--- config.mk ---
export PLATFORM = sky130hd
export DESIGN_NAME = hc_cmd_irq_regs
export DESIGN_NICKNAME = d
export VERILOG_FILES = /design/src/rtl/hc_regs_pkg.sv /design/src/rtl/hc_reset_seq.sv /design/src/rtl/hc_event_flags.sv /design/src/rtl/hc_overrun_cnt.sv /design/src/rtl/hc_cmd_irq_regs.sv
export SDC_FILE = /design/constraint.sdc
export NUM_CORES = 1
export LEC_CHECK = 0
export ABC_AREA = 1
export BUFFER_PORTS_ARGS = -buffer_cell sky130_fd_sc_hd__clkbuf_2
export CORE_MARGIN = 10
export CORE_UTILIZATION = 25
export DETAILED_ROUTE_END_ITERATION = 16
export GPL_TIMING_DRIVEN = 0
export PLACE_DENSITY = 0.6
export SYNTH_ARGS = -nofsm -noshare
export SYNTH_HDL_FRONTEND = slang
export SYNTH_SLANG_ARGS = --single-unit
--- constraint.sdc ---
create_clock -name clk -period 2.6 [get_ports clk]
set_input_delay 0.26 -clock clk [delete_from_list [all_inputs] [get_ports clk]]
set_output_delay 0.26 -clock clk [all_outputs]
set_load 0.01 [all_outputs]
--- src/rtl/hc_regs_pkg.sv ---
// Package: shared constants and register selector for the host controller
// command/interrupt register block.
// Assumes register numbers are the low seven bits of the command code.
package hc_regs_pkg;

    localparam logic [6:0] REGNUM_CMDSTAT = 7'h02;
    localparam logic [6:0] REGNUM_IRQSTAT = 7'h03;

    localparam int CS_RESET_BIT = 0;   // reset request position
    localparam int CS_SOC_LSB   = 16;  // overrun count field base
    localparam int OVR_EVT_IDX  = 0;   // event index of scheduling overrun

    typedef enum logic [1:0] {
        SEL_NONE    = 2'd0,
        SEL_CMDSTAT = 2'd1,
        SEL_IRQSTAT = 2'd2
    } reg_sel_e;

    // Map a register number to a selector.
    function automatic reg_sel_e decode_sel(input logic [6:0] regnum);
        if (regnum == REGNUM_CMDSTAT)      return SEL_CMDSTAT;
        else if (regnum == REGNUM_IRQSTAT) return SEL_IRQSTAT;
        else                               return SEL_NONE;
    endfunction

endpackage

--- src/rtl/hc_reset_seq.sv ---
// Module: hc_reset_seq
// Counts a software reset sequence of RST_CYCLES clock cycles. busy is high
// for exactly that many cycles after a start pulse. A start while busy is
// ignored. fs_suspend latches high at the first start.
// Assumes RST_CYCLES >= 1 and start is a single-cycle request.
module hc_reset_seq #(
    parameter int RST_CYCLES = 1000
) (
    input  logic clk,
    input  logic rst_n,
    input  logic start,
    output logic busy,
    output logic fs_suspend
);
    localparam int CW = $clog2(RST_CYCLES + 1);

    logic [CW-1:0] remain;

    // Load, count down and end the reset window.
    always_ff @(posedge clk) begin
        if (!rst_n) begin
            busy   <= 1'b0;
            remain <= '0;
        end else if (busy) begin
            if (remain == '0) busy <= 1'b0;
            else              remain <= remain - CW'(1);
        end else if (start) begin
            busy   <= 1'b1;
            remain <= CW'(RST_CYCLES - 1);
        end
    end

    // Record entry to the suspend functional state.
    always_ff @(posedge clk) begin
        if (!rst_n)     fs_suspend <= 1'b0;
        else if (start) fs_suspend <= 1'b1;
    end

endmodule

--- src/rtl/hc_event_flags.sv ---
// Module: hc_event_flags
// Sticky event flags. Hardware sets them, and software clears them with a
// write-1 mask. A set wins over a same-cycle clear. Also forms the
// registered interrupt level.
// Assumes hold_clear holds every flag at zero and drops events.
module hc_event_flags #(
    parameter int NUM_EVT = 7
) (
    input  logic               clk,
    input  logic               rst_n,
    input  logic               hold_clear,
    input  logic [NUM_EVT-1:0] evt,
    input  logic [NUM_EVT-1:0] clr_mask,
    input  logic [NUM_EVT-1:0] enable,
    input  logic               master_en,
    output logic [NUM_EVT-1:0] flags,
    output logic               irq
);
    // Per-bit flag update; set has priority over clear.
    for (genvar i = 0; i < NUM_EVT; i++) begin : g_flag
        always_ff @(posedge clk) begin
            if (!rst_n || hold_clear) flags[i] <= 1'b0;
            else if (evt[i])          flags[i] <= 1'b1;
            else if (clr_mask[i])     flags[i] <= 1'b0;
        end
    end

    // Registered interrupt request from pending, enabled flags.
    always_ff @(posedge clk) begin
        if (!rst_n) irq <= 1'b0;
        else        irq <= master_en && (|(flags & enable));
    end

endmodule

--- src/rtl/hc_overrun_cnt.sv ---
// Module: hc_overrun_cnt
// Wrapping counter of scheduling-overrun events, independent of the sticky
// flag for the same event.
// Assumes inc is a one-cycle pulse per event.
module hc_overrun_cnt #(
    parameter int SOC_W = 2
) (
    input  logic             clk,
    input  logic             rst_n,
    input  logic             hold_clear,
    input  logic             inc,
    output logic [SOC_W-1:0] count
);
    // Count events, wrapping at the field width.
    always_ff @(posedge clk) begin
        if (!rst_n || hold_clear) count <= '0;
        else if (inc)             count <= count + SOC_W'(1);
    end

endmodule

--- src/rtl/hc_cmd_irq_regs.sv ---
// Module: hc_cmd_irq_regs (top)
// Command/status and interrupt-status registers behind a command-code
// interface. Decodes reads and writes, runs the software reset sequence,
// keeps the overrun count and the sticky flags, and drives the interrupt.
// Assumes DATA_W > CS_SOC_LSB + SOC_W and NUM_EVT < DATA_W.
module hc_cmd_irq_regs
    import hc_regs_pkg::*;
#(
    parameter int DATA_W     = 32,
    parameter int NUM_EVT    = 7,
    parameter int SOC_W      = 2,
    parameter int RST_CYCLES = 1000
) (
    input  logic               clk,
    input  logic               rst_n,
    input  logic               cmd_valid,
    input  logic [7:0]         cmd_code,
    input  logic [DATA_W-1:0]  wr_data,
    output logic [DATA_W-1:0]  rd_data,
    input  logic [NUM_EVT-1:0] evt_pulse,
    input  logic [NUM_EVT-1:0] irq_enable,
    input  logic               master_irq_en,
    output logic               irq,
    output logic               fs_suspend,
    output logic               op_reset
);
    reg_sel_e           sel;
    logic               cmd_wr;
    logic               cmd_rd;
    logic               busy;
    logic               rst_start;
    logic [NUM_EVT-1:0] clr_mask;
    logic [NUM_EVT-1:0] flags;
    logic [SOC_W-1:0]   soc;
    logic [DATA_W-1:0]  cs_word;
    logic [DATA_W-1:0]  is_word;
    logic               unused_wr_hi;

    assign sel    = decode_sel(cmd_code[6:0]);
    assign cmd_wr = cmd_valid &&  cmd_code[7];
    assign cmd_rd = cmd_valid && !cmd_code[7];

    assign rst_start = cmd_wr && !busy && (sel == SEL_CMDSTAT)
                       && wr_data[CS_RESET_BIT];
    assign clr_mask  = (cmd_wr && !busy && (sel == SEL_IRQSTAT))
                       ? wr_data[NUM_EVT-1:0] : '0;
    assign unused_wr_hi = ^wr_data[DATA_W-1:NUM_EVT];

    hc_reset_seq #(.RST_CYCLES(RST_CYCLES)) u_seq (
        .clk        (clk),
        .rst_n      (rst_n),
        .start      (rst_start),
        .busy       (busy),
        .fs_suspend (fs_suspend)
    );

    hc_event_flags #(.NUM_EVT(NUM_EVT)) u_flags (
        .clk        (clk),
        .rst_n      (rst_n),
        .hold_clear (busy),
        .evt        (evt_pulse),
        .clr_mask   (clr_mask),
        .enable     (irq_enable),
        .master_en  (master_irq_en),
        .flags      (flags),
        .irq        (irq)
    );

    hc_overrun_cnt #(.SOC_W(SOC_W)) u_soc (
        .clk        (clk),
        .rst_n      (rst_n),
        .hold_clear (busy),
        .inc        (evt_pulse[OVR_EVT_IDX]),
        .count      (soc)
    );

    // Assemble the command/status word; reserved bits stay zero.
    always_comb begin
        cs_word = '0;
        cs_word[CS_RESET_BIT] = busy;
        cs_word[CS_SOC_LSB +: SOC_W] = soc;
    end

    // Assemble the interrupt status word.
    always_comb begin
        is_word = '0;
        is_word[NUM_EVT-1:0] = flags;
    end

    // Register read data; zero while resetting or for unknown registers.
    always_ff @(posedge clk) begin
        if (!rst_n)      rd_data <= '0;
        else if (cmd_rd) begin
            if (busy)                     rd_data <= '0;
            else if (sel == SEL_CMDSTAT)  rd_data <= cs_word;
            else if (sel == SEL_IRQSTAT)  rd_data <= is_word;
            else                          rd_data <= '0;
        end
    end

    assign op_reset = busy;

endmodule

==> results.py <==
metrics = {
    "run_status": {
        "outcome": "finished, final reports clean",
    },
    "clock_tree": {
        "cts_resized": 0,
        "cts.sinks": 31,
        "cts_root_buffer": "clkbuf_8",
        "numCtsBuffers": 5,
        "postCtsHoldBufs": 0,
        "insertion_delay_ns": 0.29,
        "cts_htree_levels": 2,
        "cts_setup_buffers": 0,
        "cts.clk_slew.worst_paths_ns": 0.06,
        "tritoncts": "done",
        "ctsLongestPathBuffers": 2,
    },
    "synthesis": {
        "syn-cell-area_um2": 1643,
        "ys_seq_elements": 31,
        "synthArstFlopShare_pct": 0,
        "syn_avg_cell_area_um2": 6.991,
        "synth_top_flop_cell": "dfxtp_1",
        "syn-instance-count": 235,
        "synthDistinctLibCells": 27,
        "ys_warn_count": 0,
        "synth-edff-count": 0,
        "yosysSeqAreaShare_pct": 37.78,
    },
    "final_layout": {
        "antennaDiodeCount": 0,
        "drive_gt1_share_pct": 28.16,
        "layout.cells.non_filler": 386,
        "fill_cells": 696,
        "syn2layout_area_growth_pct": 31.45,
        "fin_nets": 367,
        "final_cell_mix": "clkbuf_2, nand2_1, nand3_1, dfxtp_1, a21oi_1",
        "layout_commonest_cell": "clkbuf_2",
        "fin_area_um2": 2160,
    },
    "grt": {
        "overflow": 0,
        "antenna_found_initial": 0,
        "grt_pass1_vias": 1557,
        "grt_max_degree": 11,
        "grt_pass1_wl_um": 7072,
        "grt_usage_pct": 8.450,
    },
    "floorplanning": {
        "die_w_um": 101.1,
        "io_pins": 93,
        "rows": 29,
        "die_y_um": 101.1,
        "fp.dieArea_um2": 10210,
        "core_area_um2": 6350,
        "start_util_pct": 25.87,
    },
    "worst_setup_path": {
        "worstSetupEndpoint": "u_seq.remain[9]",
        "critPathMaxFanout": 10,
        "rr_startpoint": "u_seq.remain[0]",
        "crit_required_ns": 2.75,
        "arrival_ns": 1.83,
        "worstRegToRegCells": 9,
        "r2r_slack_ns": 0.92,
        "worstSetupEndpointType": "flip-flop",
        "critPathKind": "reg -> reg",
        "start_kind": "flip-flop",
        "crit_start": "u_seq.remain[0]",
        "reg2reg_to": "u_seq.remain[9]",
    },
    "power_and_ir_drop": {
        "p_leak_nw": 1.039,
        "vdd_drop_max_v": 0.0002110,
        "pwr_density_cell_nw_per_um2": 511.3,
    },
    "sta": {
        "post-route-period-util_pct": 64.61,
        "final_max_slew_viol_count": 0,
        "setup_slack_ns": 0.9201,
        "finalSetupViolCount": 0,
        "fmax_mhz": 595.3,
        "rsz0062_at_grt": "no",
        "period_minus_slack_ns": 1.680,
        "fin_setup_tns_ns": 0,
        "worstMarginPinSlew_ns": 0.5255,
        "hold_viol": 0,
        "holdWs_ns": 0.1785,
        "skew_ns": 0.006377,
        "slew_headroom_pct": 64.97,
    },
    "placed_design": {
        "preCtsSetupSlack_ns": 0.9243,
        "portBuffers": 44,
        "place.gp.congestion": 0.8083,
        "detailed_place_hpwl_um": 3652,
        "dp_cells": 378,
        "place_area_um2": 2042,
    },
    "min_path": {
        "min_path_type": "in -> reg",
    },
    "routing": {
        "drcViolationCount": 0,
        "firstDrtPassIters": 4,
        "drt_iter0_drc": 118,
        "vias_per_cell": 4.288,
        "wl_um": 4556,
        "num_vias": 1655,
        "drtAntennaViolNets": 0,
        "detail_route.wl_per_cell_um": 11.80,
    },
    "job": {
        "cap_violations": 0,
    },
}
==> sequential cells by signal, indices dropped and copies added, names as in the netlist <==
name,count
rd_data,9
u_flags.flags,7
u_flags.irq,1
u_seq.busy,1
u_seq.fs_suspend,1
u_seq.remain,10
u_soc.count,2
==> worst max-delay path: stages (launching register included) <==
cell	delay [ns]
dfxtp_1	0.34
inv_1	0.12
ha_1	0.22
nand2_1	0.08
nor2_2	0.17
nand2_2	0.11
o21ai_4	0.16
nand2_2	0.17
nand2_1	0.11
a21oi_1	0.06
==> stage by stage <==
step	util (%)	power, mW
6_report	34.01	1.104
5_1_grt	34.01	1.148
4_1_cts	34.01	1.111
3_5_place_dp	32.16	0.6140
3_3_place_gp	32.16	0.6129
2_1_floorplan	-	0.5756
==> power by group <==
group | total [mW] | switching [mW] | internal, mW
clock | 0.498 | 0.188 | 0.310
sequential | 0.496 | 0.00929 | 0.486
combinational | 0.111 | 0.0577 | 0.0530
total | 1.10 | 0.255 | 0.849
==> cell type report <==
| class | instances | area [um2] | share of cell area [%] |
|---|---|---|---|
| clock buffer | 6 | 82.58 | 3.824 |
| multi-input combinational | 178 | 828.3 | 38.35 |
| clock inverter | 2 | 35.03 | 1.622 |
| sequential | 31 | 620.6 | 28.74 |
| buffer | 29 | 205.2 | 9.502 |
| tap | 77 | 96.34 | 4.461 |
| timing repair buffer | 44 | 220.2 | 10.20 |
| inverter | 19 | 71.32 | 3.302 |
==> Yosys cell counts (2+ instances only) <==
cell type | instances | share of area [%]
nand2_1 | 42 | 9.6
nand3_1 | 33 | 10
dfxtp_1 | 31 | 38
a21oi_1 | 28 | 8.5
nor2_1 | 26 | 5.9
buf_4 | 23 | 11
inv_1 | 16 | 3.7
nand4_1 | 8 | 3.0
o21ai_0 | 4 | 1.2
clkbuf_1 | 3 | 0.69
buf_2 | 2 | 0.61
inv_2 | 2 | 0.46
nand2_2 | 2 | 0.76
nor2_2 | 2 | 0.76
==> worst min-delay path by stage <==
stage                        start  slack, ns  cells past startpoint        endpoint
global placement    u_soc.count[1]       0.45                      2  u_soc.count[1]
detailed placement  u_soc.count[1]       0.46                      2  u_soc.count[1]
finish               master_irq_en       0.18                      3     u_flags.irq
global route         master_irq_en       0.18                      3     u_flags.irq
floorplan             evt_pulse[0]       0.35                      1  u_soc.count[0]
CTS                  master_irq_en       0.17                      3     u_flags.irq
==> routing by layer <==
| layer | global-route usage, % | wire length, um | share of wire, % |
|---|---|---|---|
| met5 | 0 | 0 | 0 |
| met3 | 3.429 | 389 | 8.5 |
| met1 | 9.507 | 1978 | 43 |
| met2 | 13.48 | 2106 | 46 |
| met4 | 4.180 | 81 | 1.8 |
==> logic make-up after synthesis <==
kind of cell / count (synthesis) / synth area share [%]
AND/OR/NAND/NOR: 117 / 31.99
buffers and inverters: 48 / 16.83
AO/OA/AOI/OAI: 36 / 11.88
flip-flops: 31 / 37.78
XOR/XNOR: 1 / 0.5332
adder cells (fa/ha/maj): 1 / 0.7615
other: 1 / 0.2283
(Power assumes the default switching activity.)
